===== config.mk =====
export PLATFORM = sky130hd
export DESIGN_NAME = pkt_rx_fifo
export DESIGN_NICKNAME = d
export VERILOG_FILES = /design/src/rtl/pkf_pkg.sv /design/src/rtl/pkf_store.sv /design/src/rtl/pkf_ctrl.sv /design/src/rtl/pkt_rx_fifo.sv
export SDC_FILE = /design/constraint.sdc
export NUM_CORES = 2
export LEC_CHECK = 0
export BUFFER_PORTS_ARGS = -buffer_cell sky130_fd_sc_hd__buf_2
export CORE_ASPECT_RATIO = 0.5
export CORE_MARGIN = 5
export CORE_UTILIZATION = 55
export CTS_CLUSTER_DIAMETER = 80
export DETAILED_ROUTE_END_ITERATION = 7
export GPL_ROUTABILITY_DRIVEN = 0
export PLACE_DENSITY = 0.73
export SLEW_MARGIN = 10
export SYNTH_ARGS = -nofsm -noshare
export SYNTH_HDL_FRONTEND = slang
export SYNTH_SLANG_ARGS = --single-unit

===== constraint.sdc =====
create_clock -name clk -period 4.6 [get_ports clk]
set_input_delay 0.92 -clock clk [delete_from_list [all_inputs] [get_ports clk]]
set_output_delay 0.92 -clock clk [all_outputs]
set_load 0.01 [all_outputs]

===== src/rtl/pkf_pkg.sv =====
// Shared types for the packet-aware receive buffer.
// Assumes a fixed 8-bit payload per stored entry.
package pkf_pkg;
    localparam int DATA_W = 8;

    typedef struct packed {
        logic              sop;
        logic              eop;
        logic [DATA_W-1:0] data;
    } rx_entry_t;
endpackage


===== src/rtl/pkf_store.sv =====
// Circular storage for the receive buffer: one write port and one head pop.
// The head entry is read combinationally. Assumes DEPTH is a power of two,
// and that the controller pops on any cycle where it writes into a full buffer.
module pkf_store
    import pkf_pkg::*;
#(
    parameter int DEPTH = 256
) (
    input  logic                      clk,
    input  logic                      rst_n,
    input  logic                      wr_en,
    input  rx_entry_t                 wr_entry,
    input  logic                      pop,
    output rx_entry_t                 head,
    output logic [$clog2(DEPTH):0]    count,
    output logic                      empty,
    output logic                      full
);
    localparam int AW = $clog2(DEPTH);
    localparam int CW = AW + 1;

    rx_entry_t       mem [DEPTH];
    logic [AW-1:0]   wr_ptr;
    logic [AW-1:0]   rd_ptr;
    logic [CW-1:0]   cnt;

    // Entry array write; contents need no reset.
    always_ff @(posedge clk) begin
        if (wr_en) mem[wr_ptr] <= wr_entry;
    end

    // Pointer and occupancy update.
    always_ff @(posedge clk) begin
        if (!rst_n) begin
            wr_ptr <= '0;
            rd_ptr <= '0;
            cnt    <= '0;
        end else begin
            if (wr_en) wr_ptr <= wr_ptr + AW'(1);
            if (pop)   rd_ptr <= rd_ptr + AW'(1);
            cnt <= cnt + CW'(wr_en) - CW'(pop);
        end
    end

    // Head view and fill flags.
    always_comb begin
        head  = mem[rd_ptr];
        count = cnt;
        empty = (cnt == '0);
        full  = (cnt == CW'(DEPTH));
    end

    p_cap_r1: assert property (@(posedge clk) disable iff (!rst_n)
        cnt <= CW'(DEPTH));
    p_full_write_pops_r5: assert property (@(posedge clk) disable iff (!rst_n)
        (wr_en && full) |-> pop);
    p_no_pop_empty_r4: assert property (@(posedge clk) disable iff (!rst_n)
        pop |-> !empty);
endmodule


===== src/rtl/pkf_ctrl.sv =====
// Read gating, overflow discard and error-beat control for the receive buffer.
// Decides each cycle whether the head is delivered, dropped, or held. It also
// keeps the stored end-of-packet count and the sticky alarm.
// Assumes the storage pops exactly once on any cycle where pop is high.
module pkf_ctrl
    import pkf_pkg::*;
#(
    parameter int DEPTH = 256
) (
    input  logic                    clk,
    input  logic                    rst_n,
    input  logic                    wr_en,
    input  logic                    wr_eop,
    input  rx_entry_t               head,
    input  logic [$clog2(DEPTH):0]  count,
    input  logic                    empty,
    input  logic                    full,
    input  logic [$clog2(DEPTH):0]  wmark,
    input  logic                    out_ready,
    input  logic                    alarm_clr,
    output logic                    pop,
    output logic                    out_valid,
    output rx_entry_t               out_beat,
    output logic                    out_err,
    output logic                    alarm
);
    localparam int CW = $clog2(DEPTH) + 1;

    logic          discarding;
    logic          err_pend;
    logic          mid_pkt;
    logic          alarm_q;
    logic [CW-1:0] eop_cnt;

    logic disc_active;
    logic gate_ok;
    logic norm_valid;
    logic rd_fire;
    logic err_fire;
    logic ovf;

    // Per-cycle decisions on delivery, discard and overflow.
    always_comb begin
        disc_active = discarding && !empty && !head.sop;
        gate_ok     = !empty && ((count >= wmark) || (eop_cnt != '0));
        norm_valid  = gate_ok && !disc_active && !err_pend;
        rd_fire     = norm_valid && out_ready;
        err_fire    = err_pend && out_ready;
        ovf         = wr_en && full && !rd_fire && !disc_active;
        pop         = rd_fire || disc_active || ovf;
    end

    // Output beat: error closure takes precedence over stored data.
    always_comb begin
        out_valid = err_pend || norm_valid;
        if (err_pend) begin
            out_beat = '{sop: 1'b0, eop: 1'b1, data: '0};
            out_err  = 1'b1;
        end else begin
            out_beat = head;
            out_err  = 1'b0;
        end
        alarm = alarm_q;
    end

    // Discard mode: entered on overflow, left once a packet start is at the head.
    always_ff @(posedge clk) begin
        if (!rst_n)                                discarding <= 1'b0;
        else if (ovf)                              discarding <= 1'b1;
        else if (discarding && (empty || head.sop)) discarding <= 1'b0;
    end

    // Tracks whether a packet is open on the output side.
    always_ff @(posedge clk) begin
        if (!rst_n)        mid_pkt <= 1'b0;
        else if (err_fire) mid_pkt <= 1'b0;
        else if (rd_fire) begin
            if (head.eop)      mid_pkt <= 1'b0;
            else if (head.sop) mid_pkt <= 1'b1;
        end
    end

    // One pending error-plus-end beat per damaged open packet.
    always_ff @(posedge clk) begin
        if (!rst_n)              err_pend <= 1'b0;
        else if (err_fire)       err_pend <= 1'b0;
        else if (ovf && mid_pkt) err_pend <= 1'b1;
    end

    // Number of stored end-of-packet entries.
    always_ff @(posedge clk) begin
        if (!rst_n) eop_cnt <= '0;
        else        eop_cnt <= eop_cnt + CW'(wr_en && wr_eop) - CW'(pop && head.eop);
    end

    // Sticky alarm; a new overflow beats a clear on the same edge.
    always_ff @(posedge clk) begin
        if (!rst_n)         alarm_q <= 1'b0;
        else if (ovf)       alarm_q <= 1'b1;
        else if (alarm_clr) alarm_q <= 1'b0;
    end

    p_eop_bound_r3: assert property (@(posedge clk) disable iff (!rst_n)
        eop_cnt <= count);
    p_err_shape_r7: assert property (@(posedge clk) disable iff (!rst_n)
        (out_valid && out_err) |-> (out_beat.eop && !out_beat.sop));
    p_err_hold_r7: assert property (@(posedge clk) disable iff (!rst_n)
        (err_pend && !out_ready) |=> (out_valid && out_err));
    p_alarm_cause_r8: assert property (@(posedge clk) disable iff (!rst_n)
        $rose(alarm_q) |-> $past(wr_en && full));
    p_hold_r4: assert property (@(posedge clk) disable iff (!rst_n)
        (out_valid && !out_err && !out_ready && !(wr_en && full))
        |=> ($stable(out_beat.data) && $stable(out_beat.sop)));
endmodule


===== src/rtl/pkt_rx_fifo.sv =====
// Packet-aware receive buffer: stores flagged bytes, releases them at a
// threshold or on a stored packet end, and discards from the head on overflow
// up to the next packet start. Single clock, synchronous active-low reset.
module pkt_rx_fifo
    import pkf_pkg::*;
#(
    parameter int DEPTH = 256
) (
    input  logic                    clk,
    input  logic                    rst_n,
    input  logic                    in_valid,
    input  logic [DATA_W-1:0]       in_data,
    input  logic                    in_sop,
    input  logic                    in_eop,
    input  logic [$clog2(DEPTH):0]  wmark,
    input  logic                    out_ready,
    output logic                    out_valid,
    output logic [DATA_W-1:0]       out_data,
    output logic                    out_sop,
    output logic                    out_eop,
    output logic                    out_err,
    input  logic                    alarm_clr,
    output logic                    alarm
);
    localparam int CW = $clog2(DEPTH) + 1;

    rx_entry_t     wr_entry;
    rx_entry_t     head;
    rx_entry_t     beat;
    logic [CW-1:0] count;
    logic          empty;
    logic          full;
    logic          pop;

    // Pack the incoming byte with its flags.
    always_comb wr_entry = '{sop: in_sop, eop: in_eop, data: in_data};

    pkf_store #(.DEPTH(DEPTH)) u_store (
        .clk      (clk),
        .rst_n    (rst_n),
        .wr_en    (in_valid),
        .wr_entry (wr_entry),
        .pop      (pop),
        .head     (head),
        .count    (count),
        .empty    (empty),
        .full     (full)
    );

    pkf_ctrl #(.DEPTH(DEPTH)) u_ctrl (
        .clk       (clk),
        .rst_n     (rst_n),
        .wr_en     (in_valid),
        .wr_eop    (in_eop),
        .head      (head),
        .count     (count),
        .empty     (empty),
        .full      (full),
        .wmark     (wmark),
        .out_ready (out_ready),
        .alarm_clr (alarm_clr),
        .pop       (pop),
        .out_valid (out_valid),
        .out_beat  (beat),
        .out_err   (out_err),
        .alarm     (alarm)
    );

    // Unpack the presented beat onto the port.
    always_comb begin
        out_data = beat.data;
        out_sop  = beat.sop;
        out_eop  = beat.eop;
    end
endmodule


# Word-level counts from Yosys, hierarchy flattened

Memories as Yosys holds them, arrays and structs flattened. A register that Yosys moved wholly into a read port is not among the register bits.
Cells that the tools add are included.

Bits in registers: 38
Latch bits: 0
Bits in writable memories: 2560
ROM bits: 0
Output and inout bits: 13
Logic and storage cells: 61
Memories: 1

Memory list:

| memory      | depth | width | read ports | clocked after Yosys merged registers in | write ports | line            | text |
|---|---|---|---|---|---|---|---|
| u_store.mem | 256   | 10    | 1          | 1                                       | 1           | pkf_store.sv:22 | `rx_entry_t mem [DEPTH];` |

Add/subtract/negate cells: 6
$mul: 0
Divide/modulo/power cells: 0
Magnitude comparators: 1
Eq/ne operators: 1
Shift-type cells: 0
Muxes and demuxes: 12
Bitwise logic cells: 1
Reduce and logical (&&, ||, !) cells: 31

Operators by type and width:

| cell                  | number |
|---|---|
| $add A9 B1 Y9         | 2 |
| $sub A9 B1 Y9         | 2 |
| $add A8 B1 Y8 const B | 2 |
| $mux W8               | 2 |
| $logic_and A1 B1 Y1   | 14 |
| $mux W10              | 1 |
| $eq A9 B9 Y1 const B  | 1 |
| $ge A9 B9 Y1          | 1 |
| $logic_not A9 Y1      | 1 |
| $mux W1               | 9 |
| $reduce_bool A9 Y1    | 1 |
| $reduce_bool A2 Y1    | 3 |
| $logic_not A1 Y1      | 5 |
| $logic_or A1 B1 Y1    | 5 |
| $reduce_and A2 Y1     | 1 |
| $reduce_or A2 Y1      | 1 |
| $not A1 Y1            | 1 |

# Logic depth before layout (Yosys ltp)

Depth in word-level cells: 14
Depth in mapped cells: 29

# Hierarchy

From an unflattened synthesis, not the netlist that was laid out.

Cells, all modules: 4685
Area, all modules: 101050.7 µm²

Modules (own cells, without submodules):

| module    | instances | cells each | area an instance (µm²) | sequential area each (µm²) |
|---|---|---|---|---|
| pkf_store | 1         | 4547       | 99883.3                | 77534.4 |
| pkf_ctrl  | 1         | 138        | 1167.4                 | 260.2 |

# Least setup slack after synthesis

Ideal clock, no wire load.

Kind: flip-flop to flip-flop
From: register with a tool-made name
To: register u_ctrl.eop_cnt[8]
Setup time: 0.071 ns
Arrival: 4.922 ns
Required time: 4.529 ns
Slack: -0.392 ns
Stages on the path, launching flop included: 25
Path buffers: 3
Cells stage by stage: dfxtp_1 -> buf_2 -> buf_2 -> buf_1 -> mux4_2 -> mux4_2 -> a22o_1 -> a221oi_1 -> o21ai_0 -> a311oi_2 -> a21oi_1 -> ha_1 -> inv_1 -> ha_1 -> inv_1 -> fa_1 -> inv_1 -> a21oi_1 -> nor2_1 -> o21ai_0 -> a21oi_1 -> o21ai_0 -> a21oi_1 -> or3_1 -> a21oi_1

RTL lines:

| what                   | line           | text |
|---|---|---|
| end signal: assignment | pkf_ctrl.sv:93 | `else eop_cnt <= eop_cnt + CW'(wr_en && wr_eop) - CW'(pop && head.eop);` |
| end: declaration       | pkf_ctrl.sv:33 | `logic [CW-1:0] eop_cnt;` |

==> metrics.txt <==
fin area=116000 µm²; H-tree Lvls=4; Adder-Cell Fraction of Synth Area=0.497%; Synth Area in XOR/XNOR=0.165%; crit path capture type=output port; Synth Area in Compound Gates=0.683%; core area=183000 µm²; NetSw=13.9 mW; routing usage on met1=39.6%; initial antenna violation count=23; maximum root-to-sink buffer count=4; largest net degree at the start of global routing=146; syn_area_per_cell=23.1 µm²; share of layout cells above drive strength 1=34.9%; Final HPWL DP=161000 µm; antenna viol nets, final=0; top cells by count, synth=2560 x edfxtp_1, 821 x mux4_2, 294 x nor2_1; Clk pwr share=32.6%; synth unique cells=55; top cell type's share of synthesized area=76.0%; Initial Utilization=55.2%; Post-synth top flop=edfxtp_1; Clock Root Buffer=clkbuf_16; leading area contributor after synthesis=edfxtp_1; Die Ht=313 µm; Area growth syn-to-layout=15.1%; Crit path required time=3.68 ns; Routed WL=267000 µm; DR vias=51100; Final Setup Violations=21; Worst path most repeated cell=mux4_2; TritonCTS clock tree=built; max_slew headroom=12.2%; DR pass1 iterations=8; # DRC=0; synth top area cells=edfxtp_1 76%, mux4_2 18%, nor2_1 1.1%, dfxtp_1 0.91%, clkbuf_1 0.53%; Final Max Tran Viols=0; Yosys reg bits=2606; switch share=25.1%; cells after synthesis=4371; Hold-fix buffers, CTS=0; CP Max Fanout=17; ys async rst share=0%; 1st-iter DRT viols=8056; total CTS buffers=222; Leak=36.4 nW; status=finished, violations left; pre-CTS WS=-0.838 ns; Vias/cell=6.75; setup slack after layout=-0.915 ns; met2 global-route usage=40.2%; fin cells=7573; clock skew=0.0714 ns; CP peak stage delay=0.63 ns; clk sinks=2606; failing checks=negative setup slack; nets@finish=5026; Max-Cap Viols=0; Worst Hold Margin=0.369 ns; post-synthesis mux area share=18.6%; Avg WL per Cell=35.3 µm; gr busiest metal=met2; Tcrit/Tclk final=120%; Comb pwr share=19.8%; Clk pin slew, worst setup/hold paths=0.07 ns; CP max stage cell=mux4_2; Clock Latency Late Sink=0.87 ns; Die W=616 µm; GR met3 Demand/Resource=8.96%; placed cell areas=108000 µm²; CP Launch Type=register; Top Ports=37; pwr/cell area=475 nW/µm²; peak supply drop=335 µV; critical path buffer and inverter count=5; Hold Violations, Final=0; first-pass GRT wire length=373000 µm; Rows=111; Setup Crit Path Kind=reg2out; arrival time worst endpoint=4.59 ns; final core utilization=63.6%; Post-synth EDFFs=2560; hold crit path type=in2reg; Post-Synthesis Cell Area=101000 µm²; final setup TNS=-11.79 ns; Top delay family on crit path=multiplexers; fin crit period=5.51 ns; Slew @ Worst Pin=1.32 ns; fmax=0.181 GHz; YS warnings=0; die footprint=193000 µm²; RSZ-0062 raised after global routing=yes; most frequent cell after synthesis=edfxtp_1; total gr overflow=0; simple-gate share of the synthesized area=1.99%; Placed Instances=7085; Int Power=41.4 mW; sequential power share=47.5%; net count after synthesis=4434; # port buffers=36; vias in the first global route=50200; Total GRT Usage=27.1%; Final Power=55.3 mW; crit-path cells=buf_12 > buf_4 > buf_4 > buf_6 > mux4_2 > mux4_2 > mux4_2 > mux4_2 > nor2b_4 > buf_6; sequential area share after synthesis=76.9%; largest family of logic cells by synthesized area=multiplexers
==> registers in the layout (all words and copies together), names as in the netlist, named ones only <==
name	flops
u_ctrl.err_pend	1
u_store.mem	2560
u_ctrl.alarm	1
u_store.count	9
u_store.rd_ptr	8
u_ctrl.mid_pkt	1
u_store.wr_ptr	8
u_ctrl.discarding	1
u_ctrl.eop_cnt	9
==> layout make-up <==
class	instances	area, µm²
clock inverters	111	917
inverters	38	155
clock buffers	283	5820
multi-input cells	1480	22500
well taps	2429	3040
flip-flops and latches	2606	77800
fillers	11500	66600
repair buffers	615	6170
diodes	11	27.5
==> layer usage <==
layer | part of all wire, % | up-vias
met4 | 3.0 | 24
met2 | 46 | 3924
li1 | - | 19700
met1 | 37 | 27000
met5 | 0.064 | -
met3 | 15 | 507
==> final timing paths <==
check	slack, ns	end	depth (start not counted)	start
min	0.37	u_ctrl.alarm$_SDFFE_PN0P_	4	alarm_clr
max reg2reg	-0.67	u_ctrl.eop_cnt[8]$_SDFF_PN0_	26	register
min reg2reg	0.50	register	2	u_store.rd_ptr[5]$_SDFFE_PN0P_
max	-0.91	out_data[2]	10	register
==> cells in the final DEF (no fill, tap or decap), types with 12 or more instances in the layout <==
master / synthesis / layout
clkinv_2: 0 / 36
bufinv_16: 0 / 14
clkinv_1: 0 / 50
nor2_1: 294 / 293
clkbuf_1: 144 / 57
buf_12: 0 / 36
buf_16: 0 / 26
nor2b_1: 22 / 14
dfxtp_1: 46 / 39
ha_1: 37 / 35
clkbuf_8: 0 / 14
edfxtp_1: 2560 / 2560
nand2b_1: 12 / 12
clkbuf_16: 0 / 239
inv_1: 37 / 33
buf_2: 62 / 17
mux4_2: 821 / 821
mux2i_1: 27 / 26
a21oi_1: 33 / 22
nand2_1: 65 / 64
buf_4: 8 / 461
nand3_1: 25 / 23
buf_6: 0 / 39
==> worst register-to-register path, cell delays in order (launching register included) <==
cell and delay [ns]:
dfxtp_4 0.45, buf_4 0.15, buf_12 0.17, buf_4 0.15, mux4_2 0.48, mux4_2 0.60, a22o_1 0.27, o21ai_1 0.14
buf_4 0.14, o21ai_1 0.07, a311oi_2 0.28, buf_4 0.24, a21oi_2 0.05, ha_1 0.29, inv_2 0.04, ha_4 0.15
inv_2 0.05, fa_2 0.20, inv_2 0.04, a21oi_2 0.13, nor2_2 0.06, o21ai_2 0.16, a21oi_2 0.09, o21ai_2 0.18
a21oi_2 0.08, or3_4 0.37, a21oi_2 0.14
==> power groups by stage <==
stage / sequential, mW / combinational [mW] / clock, mW
2_1_floorplan: 26.7 / 6.03 / 0
3_3_place_gp: 26.8 / 9.07 / 0
3_5_place_dp: 26.8 / 9.23 / 0
4_1_cts: 26.3 / 10.1 / 18.1
5_1_grt: 26.3 / 11.5 / 19.3
6_report: 26.3 / 11.0 / 18.0
==> kinds of logic (layout without fill, tap and decap cells) <==
logic type / after synthesis / in the layout
flip-flops: 2606 / 2606
multiplexers: 850 / 850
AO/OA/AOI/OAI: 103 / 103
AND/OR/NAND/NOR: 469 / 469
other: 0 / 11
XOR/XNOR: 19 / 19
adder cells (fa/ha/maj): 39 / 39
buffers and inverters: 285 / 1047
==> repair_timing <==
action,CTS,global route
pin swaps,16,23
cloned,11,17
gates resized for setup,135,80
hold endpoints to repair,0,0
endpoints found under the setup margin,21,20
buffers inserted,18,40
Note: power is estimated with default switching activity, not from simulation.
